[config.mk]
export PLATFORM = sky130hd
export DESIGN_NAME = clk_postdiv
export DESIGN_NICKNAME = d
export VERILOG_FILES = /design/src/rtl/postdiv_pkg.sv /design/src/rtl/postdiv_regs.sv /design/src/rtl/postdiv_counter.sv /design/src/rtl/postdiv_gate.sv /design/src/rtl/clk_postdiv.sv
export SDC_FILE = /design/constraint.sdc
export NUM_CORES = 1
export LEC_CHECK = 0
export BUFFER_PORTS_ARGS = -buffer_cell sky130_fd_sc_hd__buf_2
export CORE_ASPECT_RATIO = 1.4
export CORE_UTILIZATION = 45
export DETAILED_ROUTE_END_ITERATION = 7
export PLACE_DENSITY = 0.79
export SLEW_MARGIN = 20
export SYNTH_ARGS = -nofsm -noshare
export SYNTH_HDL_FRONTEND = slang
export SYNTH_SLANG_ARGS = --single-unit
export TNS_END_PERCENT = 1
[constraint.sdc]
create_clock -name clk -period 2.5 [get_ports clk]
set_input_delay 0.25 -clock clk [delete_from_list [all_inputs] [get_ports clk]]
set_output_delay 0.25 -clock clk [all_outputs]
set_load 0.01 [all_outputs]
[src/rtl/postdiv_pkg.sv]
package postdiv_pkg;
  localparam int WORD_W    = 32;
  localparam int DIV_W     = 5;
  localparam int DIV_LSB   = 0;
  localparam int ACK_BIT   = 5;
  localparam int FORCE_BIT = 8;
  localparam int GATED_BIT = 9;
  localparam int PWDN_BIT  = 12;

  typedef struct packed {
    logic [DIV_W-1:0] div;
    logic             force_on;
    logic             auto_pwdn;
  } ctrl_t;

  // Factor in use: a raw 0 divides by 1
  function automatic logic [DIV_W-1:0] eff_div(input logic [DIV_W-1:0] raw);
    return (raw == '0) ? DIV_W'(1) : raw;
  endfunction
endpackage

[src/rtl/postdiv_regs.sv]
module postdiv_regs
  import postdiv_pkg::*;
#(
  parameter int DIV_RST = 4
) (
  input  logic              clk,
  input  logic              rst_n,
  input  logic              wr_en,
  input  logic [WORD_W-1:0] wr_data,
  output ctrl_t             ctrl,
  output logic              new_div
);
  logic [DIV_W-1:0] wr_div;
  assign wr_div  = wr_data[DIV_LSB +: DIV_W];
  // A write arms an update only if the effective factor changes
  assign new_div = wr_en && (eff_div(wr_div) != eff_div(ctrl.div));

  always_ff @(posedge clk) begin
    if (!rst_n) begin
      ctrl.div       <= DIV_W'(DIV_RST);
      ctrl.force_on  <= 1'b0;
      ctrl.auto_pwdn <= 1'b0;
    end else if (wr_en) begin
      ctrl.div       <= wr_div;
      ctrl.force_on  <= wr_data[FORCE_BIT];
      ctrl.auto_pwdn <= wr_data[PWDN_BIT];
    end
  end
endmodule

[src/rtl/postdiv_counter.sv]
module postdiv_counter
  import postdiv_pkg::*;
#(
  parameter int DIV_RST = 4
) (
  input  logic             clk,
  input  logic             rst_n,
  input  logic [DIV_W-1:0] div_req,
  input  logic             new_div,
  input  logic             pwr_down,
  output logic [DIV_W-1:0] cnt,
  output logic [DIV_W-1:0] active,
  output logic             ack,
  output logic             boundary
);
  localparam logic [DIV_W-1:0] ONE = DIV_W'(1);
  logic pend;

  // Period end; while powered down every cycle counts as one
  assign boundary = pwr_down || (cnt == active - ONE);

  always_ff @(posedge clk) begin
    if (!rst_n) begin
      cnt    <= '0;
      active <= DIV_W'(DIV_RST);
      pend   <= 1'b0;
      ack    <= 1'b0;
    end else begin
      cnt <= boundary ? '0 : cnt + ONE;
      if (boundary && pend) begin
        active <= eff_div(div_req);
        ack    <= ~ack;
        pend   <= new_div;
      end else if (new_div) begin
        pend <= 1'b1;
      end
    end
  end


  cnt_range_chk: assert property (@(posedge clk) disable iff (!rst_n)
    cnt < active);

  div_nonzero_chk: assert property (@(posedge clk) disable iff (!rst_n)
    active != '0);

  ack_at_edge_chk: assert property (@(posedge clk) disable iff (!rst_n)
    (ack != $past(ack)) |-> $past(boundary && pend));
endmodule

[src/rtl/postdiv_gate.sv]
module postdiv_gate (
  input  logic clk,
  input  logic rst_n,
  input  logic want,
  input  logic boundary,
  output logic gated
);
  always_ff @(posedge clk) begin
    if (!rst_n) begin
      gated <= 1'b0;
    end else if (boundary) begin
      gated <= !want;
    end
  end


  close_at_end_chk: assert property (@(posedge clk) disable iff (!rst_n)
    $rose(gated) |-> $past(boundary && !want));

  open_on_req_chk: assert property (@(posedge clk) disable iff (!rst_n)
    $fell(gated) |-> $past(want && boundary));
endmodule

[src/rtl/clk_postdiv.sv]
module clk_postdiv
  import postdiv_pkg::*;
#(
  parameter int DIV_RST = 4
) (
  input  logic              clk,
  input  logic              rst_n,
  input  logic              wr_en,
  input  logic [WORD_W-1:0] wr_data,
  output logic [WORD_W-1:0] rd_data,
  input  logic              clk_req,
  output logic              clk_en_o,
  output logic              div_clk_o
);
  ctrl_t            ctrl;
  logic             new_div, pwr_down, boundary, gated, ack;
  logic [DIV_W-1:0] cnt, active;

  postdiv_regs #(.DIV_RST(DIV_RST)) u_regs (
    .clk(clk), .rst_n(rst_n), .wr_en(wr_en), .wr_data(wr_data),
    .ctrl(ctrl), .new_div(new_div)
  );

  postdiv_counter #(.DIV_RST(DIV_RST)) u_cnt (
    .clk(clk), .rst_n(rst_n), .div_req(ctrl.div), .new_div(new_div),
    .pwr_down(pwr_down), .cnt(cnt), .active(active), .ack(ack),
    .boundary(boundary)
  );

  postdiv_gate u_gate (
    .clk(clk), .rst_n(rst_n), .want(ctrl.force_on || clk_req),
    .boundary(boundary), .gated(gated)
  );

  assign pwr_down  = gated && ctrl.auto_pwdn;
  assign clk_en_o  = !gated && (cnt == '0);
  assign div_clk_o = !gated && (cnt < (active >> 1));

  always_comb begin
    rd_data                      = '0;
    rd_data[DIV_LSB +: DIV_W]    = ctrl.div;
    rd_data[ACK_BIT]             = ack;
    rd_data[FORCE_BIT]           = ctrl.force_on;
    rd_data[GATED_BIT]           = gated;
    rd_data[PWDN_BIT]            = ctrl.auto_pwdn;
  end


  pwdn_hold_chk: assert property (@(posedge clk) disable iff (!rst_n)
    pwr_down |=> (cnt == '0));
endmodule

==> results of run 1 <==
## per-layer routing
metal,share of wire (%),track usage (%),wire (um)
met5,0,0,0
met1,40,15.0,964
met2,53,31.1,1260
met4,1.9,7.72,46
met3,4.5,3.15,107
## cell usage in the layout (no fill, tap or decap), types with 2 or more instances in the layout
| cell type | instances |
|---|---|
| xor2_1 | 5 |
| xnor2_1 | 7 |
| and2_1 | 2 |
| mux2i_1 | 8 |
| or4_1 | 3 |
| conb_1 | 23 |
| inv_1 | 10 |
| clkbuf_8 | 3 |
| nand4_1 | 10 |
| or3_1 | 2 |
| nand3_1 | 6 |
| o211ai_1 | 4 |
| dfxtp_1 | 20 |
| o211a_1 | 2 |
| buf_2 | 21 |
| ha_1 | 6 |
| nor2_1 | 13 |
| nand2_1 | 3 |
| o21ai_1 | 2 |
| nor4_1 | 4 |
## logic make-up (layout without fill, tap and decap cells)
family	after synthesis	count (layout)
mux	8	8
other cells	1	23
simple gates	46	46
compound gates	17	17
fa+ha+maj	6	6
buf+inv	44	36
xor+xnor	14	14
flops	20	20
## per-stage QoR
stage / utilization [%] / std cells / instance area [sq um] / total power, uW / hold WS [ps]
2_1_floorplan: - / 178 / 1460 / 683 / 379
3_3_place_gp: 48.1 / 203 / 1380 / 713 / 482
3_5_place_dp: 48.1 / 203 / 1380 / 722 / 495
4_1_cts: 50.6 / 207 / 1460 / 1050 / 217
5_1_grt: 50.6 / 207 / 1460 / 1100 / 235
6_report: 50.6 / 207 / 1460 / 1040 / 218
## final cells by class
type                            instances  area (sq um)  share of cell area, %
Clock buffer                            3          41.3                   2.84
Clock inverter                          1          30.0                   2.06
Inverter                               10          37.5                   2.58
Multi-Input combinational cell        114           787                   54.1
Sequential cell                        20           400                   27.5
Tap cell                               37          46.3                   3.18
Timing Repair Buffer                   22           113                   7.74
## power groups by stage
stage          Combinational, uW  Clock, uW  Sequential [uW]
5_1_grt                      342        338              418
3_3_place_gp                 296          0              418
2_1_floorplan                285          0              399
6_report                     299        323              413
4_1_cts                      303        329              413
3_5_place_dp                 301          0              420
## worst paths after layout
path | slack [ps] | startpoint | end
setup reg to reg | 360 | u_cnt.active[0] | u_cnt.active[2]
hold / removal | 220 | wr_data[12] | u_regs.ctrl[0]
setup / recovery | 360 | u_cnt.active[0] | u_cnt.active[2]
hold reg to reg | 510 | u_cnt.cnt[0] | u_cnt.cnt[0]
## critical path, cell delays in order, from the launching register on
cell and delay [ps]:
dfxtp_1 390, inv_1 60, ha_1 270, o21bai_1 170
o22ai_2 110, a2111oi_4 550, buf_4 240, o21a_2 140
o211ai_1 80
## registers in the layout, summed over array words and instances, names as in the netlist
| signal | cells |
|---|---|
| u_cnt.pend | 1 |
| u_gate.gated | 1 |
| u_cnt.active | 5 |
| u_regs.ctrl | 7 |
| u_cnt.cnt | 5 |
| u_cnt.ack | 1 |
==> impl_results.md, run 1 <==
- Residual DRC count: 0
- Share of Yosys cell area claimed by the top area cell type: 29.0%
- TritonCTS clock tree: yes
- Crit path time final: 2140 ps
- Worst Slack Setup Final: 359 ps
- Area of the die: 3290 sq um
- Synth Area in Adders: 5.44%
- Maximum net fanout on the critical path: 7
- Insertion delay of the later-clocked pin in the worst-skew pair: 270 ps
- Average footprint of a synthesized cell: 8.84 sq um
- Count of inserted antenna diode cells: 0
- CTS root buf: clkbuf_8
- H-tree levels: 1
- Kind of launch point of the worst setup path: flip-flop
- Vias per cell: 5.02
- Largest net degree at the start of global routing: 18
- Netlist cell types: 35
- Horizontal die dimension: 48.8 um
- Sequential Power Share: 39.9%
- Area fraction in and, or, nand and nor cells after synthesis: 17.6%
- Most instantiated flip-flop cell in the synthesis netlist: dfxtp_1
- Core area: 2880 sq um
- DR vias: 1,039
- Share of the synthesized netlist area taken by xor and xnor gates: 9.98%
- P_sw: 328 uW
- Count of flip-flops with a built-in enable after synthesis: 0
- Top cells by area, synth: dfxtp_1 (29%), buf_4 (14%), mux2i_1 (5.8%), ha_1 (5.4%), nand4_1 (4.5%)
- Largest family of logic cells by synthesized area: buffers and inverters
- Initial antenna violation count: 0
- Compound-cell area share of the yosys netlist: 12.0%
- # Post-CTS Setup Buffers: 0
- CTS buffer count: 3
- Static Leakage: 0.000669 uW
- Number of global-route vias before repair: 930
- Unrepaired setup endpoints after global routing: no
- Flip-flop and latch count after synthesis: 20
- All-layer global routing usage: 15.5%
- Data arrival at the endpoint of the critical path: 2270 ps
- Number of rows in the core area: 23
- Share of post-route cells with drive strength above 1: 18.8%
- Final count of negative-setup-slack endpoints: 0
- Total grt overflow: 0
- Routability-driven placement congestion ratio: 0.719
- Global-route wire length before repair: 3950 um
- Top-count cell post-synth: buf_4
- Kind of end point of the critical path: flip-flop
- Register clock-pin slew on the reported worst setup and hold paths: 70 ps
- Cells after Synth: 156
- Cell taking the most area after synthesis: dfxtp_1
- Worst supply voltage drop on vdd: 0.000484 V
- Number of cells on the worst hold path: 3
- Number of sinks on the clock net: 20
- Chip Height: 67.5 um
- HP Class: input pin to flip-flop
- Longest Clk Path Bufs: 2
- Max frequency: 467 MHz
- Setup_tns: 0 ps
- Hold_buf cts: 0
- Cells on worst reg2reg path: 8
- WP data required: 2630 ps
- Mean routed wirelength per cell: 11.5 um
- Worst setup path category: flip-flop to flip-flop
- Ranking of synthesized cells by instance count: buf_4 (25), dfxtp_1 (20), nor2_1 (13)
- Number of warnings printed during yosys synthesis: 0
- Syn Std Cell Area: 1380 sq um
- Total count of max-transition violations in the final report: 0
- Proportion of synthesized area in mux cells: 5.81%
- Detailed Route Iter0 Violations: 19
- Fraction of power spent switching nets: 31.7%
- Area Growth Syn to Fin: 5.54%
- Post-placement worst setup slack: 354 ps
- Final Hold Fails: 0
- Post-CTS sizing: 0
- Internal cell power: 707 uW
- Share of async-settable or async-resettable flops after synthesis: 0%
- Share of synthesized area occupied by flip-flops and latches: 29.0%
- Proportion of power drawn by the clock network: 31.2%
- ANT nets after route: 0
- Fill cell count: 288
- Routed WL: 2380 um
- Number of port buffers: 21
- Length of the first detailed-routing pass in iterations: 4
- Number of max-cap violations: 0
- Total Nets Final: 213
- # IOs: 70
- Final HPWL DP: 1840 um
- Cell area power density: 711 nW/um^2
- Fraction of power consumed by combinational cells: 28.9%
- Initial Util: 47.9%
- Fin crit share: 85.6%
- Result of the run: completed
- Skew final: 6.42 ps
(Power assumes the default switching activity.)
==> run 2, diff against run 1 <==
Settings changed: CORE_UTILIZATION 45 to 47, CTS_BUF_LIST set to sky130_fd_sc_hd__clkbuf_4, PLACE_DENSITY 0.79 to 0.82, SLEW_MARGIN 20 to 10.
==> run 2 against run 1 <==
  * Maximum frequency is 3.8% lower
  * Non-clock buffer count is the same
  * Sequential power about the same
  * Routed wire length is 5.1% lower
  * Clock-buffer cell count is the same
  * Clock skew increased by 2.1 ps
  * Clock power shrank 18%
  * Highest routed layer unchanged
==> impl_results.md, run 2 (synthesized netlist as in run 1, its figures left out) <==
- Result of the run: completed
- HP Class: input pin to flip-flop
- Count of inserted antenna diode cells: 0 (unchanged)
- Number of rows in the core area: 22 (-4.3%)
- Global-route wire length before repair: 3890 um (-1.6%)
- Most used cells in the layout excluding fill and tap cells: conb_1 (23), buf_2 (21), dfxtp_1 (20)
- Hold_buf cts: 0 (unchanged)
- Total grt overflow: 0 (unchanged)
- Met3 usage: 2.46% (-0.69 points)
- Core area: 2700 sq um (-6.3%)
- # Post-CTS Setup Buffers: 0 (unchanged)
- Vias per cell: 5.06 (+0.87%)
- Max frequency: 449 MHz (-3.8%)
- Area of the die: 3160 sq um (-4.1%)
- Share of post-route cells with drive strength above 1: 18.8% (unchanged)
- Most common library cell in the layout ignoring fill and taps: conb_1
- Static Leakage: 0.000661 uW (-1.2%)
- Global-route layer with the greatest usage: met2
- Number of port buffers: 21 (unchanged)
- Cell area power density: 679 nW/um^2 (-4.5%)
- Horizontal die dimension: 47.8 um (-2.1%)
- TritonCTS clock tree: yes
- Length of the first detailed-routing pass in iterations: 4 (unchanged)
- Kind of launch point of the worst setup path: flip-flop
- Worst Tran Pin Value: 572 ps
- Register clock-pin slew on the reported worst setup and hold paths: 120 ps (+50 ps)
- Worst-case register-to-register setup slack: 280 ps (-80 ps)
- Worst setup path endpoint: u_cnt.active[0]
- Insertion delay of the later-clocked pin in the worst-skew pair: 310 ps (+40 ps)
- Kind of end point of the critical path: flip-flop
- Chip Height: 66.1 um (-2.1%)
- # IOs: 70 (unchanged)
- Final Hold Fails: 0 (unchanged)
- Maximum net fanout on the critical path: 9 (+2)
- Slew margin rel.: 61.9%
- Fin crit share: 89.0% (+3.4 points)
- All-layer global routing usage: 16.9% (+1.4 points)
- ANT nets after route: 0 (unchanged)
- Detailed Route Iter0 Violations: 13 (-6)
- Largest net degree at the start of global routing: 18 (unchanged)
- Crit path time final: 2220 ps (+84.4 ps)
- CTS root buf: clkbuf_4
- Launch point of the critical path: u_cnt.active[0]
- Skew final: 8.48 ps (+2.06 ps)
- Unrepaired setup endpoints after global routing: no
- Worst setup path category: flip-flop to flip-flop
- Area after DPL: 1380 sq um (about the same)
- Routability-driven placement congestion ratio: 0.756 (+5.1%)
- Area Growth Syn to Fin: 4.08%
- Longest Clk Path Bufs: 2 (unchanged)
- Number of max-cap violations: 0 (unchanged)
- Register with the most flip-flops: u_regs.ctrl
- Total Nets Final: 213 (unchanged)
- Number of cells on the worst hold path: 3 (unchanged)
- Post-route standard cell area excluding fillers: 1440 sq um (-1.4%)
- Number of global-route vias before repair: 866 (-6.9%)
- DR vias: 1,043 (+0.38%)
- Routed WL: 2260 um (-5.1%)
- CTS buffer count: 3 (unchanged)
- Reg-to-Reg Start: u_cnt.active[0]
- Residual DRC count: 0 (unchanged)
- WP data required: 2710 ps (+80 ps)
- Final count of negative-setup-slack endpoints: 0 (unchanged)
- Initial antenna violation count: 0 (unchanged)
- Largest registers in the final layout: u_regs.ctrl: 7 flops, u_cnt.active: 5 flops, u_cnt.cnt: 5 flops
- H-tree levels: 1 (unchanged)
- Mean routed wirelength per cell: 11.0 um (-4.6%)
- Number of sinks on the clock net: 20 (unchanged)
- Post-CTS sizing: 0 (unchanged)
- Initial Util: 51.1% (+3.2 points)
- Worst supply voltage drop on vdd: 0.000379 V (-22%)
- Cells on worst reg2reg path: 8 (unchanged)
- GR Util met2: 27.7% (-3.4 points)
- Total count of max-transition violations in the final report: 0 (unchanged)
- Number of flip-flops in the largest register: 7 (unchanged)
- Reg-to-Reg End: u_cnt.active[0]
- Total power after layout: 975 uW (-5.8%)
- Data arrival at the endpoint of the critical path: 2430 ps (+160 ps)
- Met1 demand-to-capacity share in global routing: 20.5% (+5.5 points)
- Setup_tns: 0 ps (unchanged)
- Final HPWL DP: 1770 um (-3.9%)
-- run 2: cell counts in the layout (fill, tap and decap cells not counted) --
No cell type changed its count.
-- run 2: cell type report --
class	instances	area, sq um
inverters	10	37.5
clock buffers	3	22.5
well taps	36	45.0
repair buffers	22	113
clock inverters	1	30.0
flip-flops and latches	20	400
multi-input cells	114	787
fillers	265	1260
-- run 2: worst min path at each step --
stage            startpoint        endpoint  slack (ps)
3_5_place_dp    wr_data[12]  u_regs.ctrl[0]         500
2_1_floorplan    wr_data[2]  u_regs.ctrl[4]         380
5_1_grt          wr_data[8]  u_regs.ctrl[1]         170
4_1_cts         wr_data[12]  u_regs.ctrl[0]         170
3_3_place_gp   u_cnt.cnt[0]    u_cnt.cnt[0]         490
6_report         wr_data[8]  u_regs.ctrl[1]         170
-- run 2: per-stage QoR --
step | worst slack, ps | utilization (%) | cells | hold slack (ps)
after floorplan | 527 | - | 178 | 379
after global placement | 334 | 51.3 | 202 | 486
final | 275 | 53.2 | 206 | 172
after global routing | 71.3 | 53.2 | 206 | 174
after detailed placement | 286 | 51.3 | 202 | 501
after CTS | 265 | 53.2 | 206 | 171
-- run 2: power by group --
group | switching [uW] | internal, uW
Combinational | 160 | 137
Sequential | 56.5 | 355
Clock | 104 | 162
-- run 2: layer usage --
| layer | wire length [um] | share of wire, % | up-vias |
|---|---|---|---|
| li1 | - | - | 522 |
| met1 | 970 | 43 | 477 |
| met2 | 1160 | 51 | 40 |
| met3 | 95 | 4.2 | 4 |
| met4 | 34 | 1.5 | 0 |
| met5 | 0 | 0 | - |
-- run 2: critical path, stage by stage (launching register included) --
cell and delay (ps):
dfxtp_1 410, inv_1 60, ha_1 270, o21bai_1 180, o22ai_2 110, a2111oi_4 610
buf_4 230, o211ai_1 100, o211a_1 150
==> run 3, diff against run 2 <==
Settings changed: PLACE_DENSITY 0.82 to 0.93.
==> run 3 against run 2 <==
  * Non-clock buffer count unchanged
  * Setup slack better by 36 ps
  * Critical path depth down 1
  * Routed wire length up 11%
  * Critical endpoint is now div_clk_o
==> impl_results.md, run 3 (synthesized netlist as in run 1, its figures left out) <==
- Result of the run: completed
- Number of cells on the worst hold path: 3 (unchanged)
- Hold_buf cts: 0 (unchanged)
- Most common library cell in the layout ignoring fill and taps: conb_1
- Worst setup path category: flip-flop to output port
- Area Growth Syn to Fin: 4.08% (unchanged)
- Insertion delay of the later-clocked pin in the worst-skew pair: 310 ps (about the same)
- DR vias: 1,078 (+3.4%)
- All-layer global routing usage: 18.5% (+1.6 points)
- Post-CTS sizing: 0 (unchanged)
- Final HPWL DP: 1950 um (+9.9%)
- Slew margin rel.: 65.4% (+3.5 points)
- Largest stage delay on the critical path: 380 ps (-230 ps)
- Initial antenna violation count: 0 (unchanged)
- Cell Chain, Critical Path: inv_1 -> ha_1 -> a21boi_1 -> o21ai_1 -> nand2b_1 -> a2111oi_0 -> buf_2
- Top cell family by delay on the critical path: compound AO/OA/AOI/OAI gates
- Worst Tran Pin Value: 519 ps (-53.1 ps)
- Chip Height: 66.1 um (unchanged)
- Number of flip-flops in the largest register: 7 (unchanged)
- Final count of negative-setup-slack endpoints: 0 (unchanged)
- Sink of the worst hold path: u_regs.ctrl[0]
- Most used cells in the layout excluding fill and tap cells: conb_1 (23), buf_2 (21), dfxtp_1 (20)
- Skew final: 1.56 ps (-6.91 ps)
- Total Nets Final: 213 (unchanged)
- Data arrival at the endpoint of the critical path: 1940 ps (-490 ps)
- Cells on worst reg2reg path: 8 (unchanged)
- Static Leakage: 0.000661 uW (unchanged)
- Residual DRC count: 0 (unchanged)
- Total grt overflow: 0 (unchanged)
- Kind of end point of the critical path: output port
- Crit path time final: 2190 ps (-35.9 ps)
- Unrepaired setup endpoints after global routing: no
- HP Class: input pin to flip-flop
- Register clock-pin slew on the reported worst setup and hold paths: 110 ps (about the same)
- Global-route wire length before repair: 4270 um (+9.8%)
- Number of port buffers: 21 (unchanged)
- Max frequency: 457 MHz (+1.6%)
- Cell area power density: 683 nW/um^2 (+0.50%)
- Buffers plus inverters on the worst setup path: 2 (unchanged)
- Worst Slack Setup Final: 311 ps (+35.9 ps)
- Fin crit share: 87.6% (-1.4 points)
- Setup_tns: 0 ps (unchanged)
- Reg-to-Reg End: u_cnt.active[2]
- Worst supply voltage drop on vdd: 0.000485 V (+28%)
- Number of sinks on the clock net: 20 (unchanged)
- Initial Util: 51.1% (unchanged)
- Longest Clk Path Bufs: 2 (unchanged)
- Area of the die: 3160 sq um (unchanged)
- Largest registers in the final layout: u_regs.ctrl: 7 flops, u_cnt.active: 5 flops, u_cnt.cnt: 5 flops
- Vias per cell: 5.23 (+3.4%)
- Core utilization of the finished layout: 53.2% (unchanged)
- Final Hold Fails: 0 (unchanged)
- ANT nets after route: 0 (unchanged)
- Area after DPL: 1380 sq um (unchanged)
- Mean routed wirelength per cell: 12.1 um (+11%)
- Largest net degree at the start of global routing: 18 (unchanged)
- Worst-case register-to-register setup slack: 330 ps (+50 ps)
- # IOs: 70 (unchanged)
- Total count of max-transition violations in the final report: 0 (unchanged)
- CTS root buf: clkbuf_4
- Kind of launch point of the worst setup path: flip-flop
- Routability-driven placement congestion ratio: 0.749 (-0.98%)
- # Post-CTS Setup Buffers: 0 (unchanged)
- TritonCTS clock tree: yes
- Number of global-route vias before repair: 1,011 (+17%)
- Register with the most flip-flops: u_regs.ctrl
- Cell at the slowest stage of the critical path: a2111oi_0
- H-tree levels: 1 (unchanged)
- WP data required: 2250 ps (-460 ps)
- Cell total after placement: 202 (unchanged)
- Share of post-route cells with drive strength above 1: 18.8% (unchanged)
- Number of max-cap violations: 0 (unchanged)
- Fill cell count: 265 (unchanged)
- Post-route standard cell area excluding fillers: 1440 sq um (unchanged)
- Count of inserted antenna diode cells: 0 (unchanged)
- Routed WL: 2500 um (+11%)
- Hold path startpoint: wr_data[12]
- CTS buffer count: 3 (unchanged)
- Cell Count, Final, Fillers Out: 206 (unchanged)
- Detailed Route Iter0 Violations: 22 (+9)
- Horizontal die dimension: 47.8 um (unchanged)
- Number of rows in the core area: 22 (unchanged)
- Post-placement worst setup slack: 330 ps (+44.3 ps)
- Maximum net fanout on the critical path: 4 (-5)
- Core area: 2700 sq um (unchanged)
- Reg-to-Reg Start: u_cnt.active[0]
- Length of the first detailed-routing pass in iterations: 4 (unchanged)
## run 3: cell counts in the layout (fill, tap and decap cells not counted)
Identical to the previous run, type by type.
## run 3: stage by stage
stage                     total power [uW]  hold WS, ps
final                                  979          167
after global routing                  1050          178
after CTS                              982          178
after detailed placement               722          495
after global placement                 710          483
after floorplan                        683          379
## run 3: power by group
part	leakage [uW]	switching (uW)	internal, uW
Combinational	0.000470	163	137
Clock	0.0000279	104	162
Sequential	0.000164	57.8	355
Total	0.000661	325	654
## run 3: area by class of cell
type	count	area, sq um	area share, %
inverter	10	37.5	2.62
multi-input combinational	114	787	54.8
clock buffer	3	22.5	1.57
sequential	20	400	27.9
timing repair buffer	22	113	7.85
tap	36	45.0	3.14
clock inverter	1	30.0	2.09
## run 3: worst max path at each step
stage | start | endpoint | slack [ps] | depth (start not counted)
2_1_floorplan | u_cnt.active[0] | u_cnt.ack | 530 | 8
3_3_place_gp | u_cnt.active[0] | u_cnt.active[0] | 380 | 8
3_5_place_dp | u_cnt.active[0] | u_cnt.active[2] | 330 | 8
4_1_cts | u_cnt.active[2] | div_clk_o | 290 | 7
5_1_grt | u_cnt.active[2] | div_clk_o | 60 | 7
6_report | u_cnt.active[2] | div_clk_o | 310 | 7
## run 3: worst register-to-register path: stages (launching register included)
cell and delay, ps:
dfxtp_1 410, inv_1 60, ha_1 270, o21bai_1 170, o22ai_2 110, a2111oi_4 570
buf_4 240, o21a_2 150, o211ai_1 70
## run 3: routing by layer
layer | wire [um] | share of wire (%) | global-route usage, %
met4 | 32 | 1.3 | 7.29
met1 | 928 | 37 | 18.0
met5 | 0 | 0 | 0
met3 | 101 | 4.0 | 2.73
met2 | 1440 | 57 | 35.6
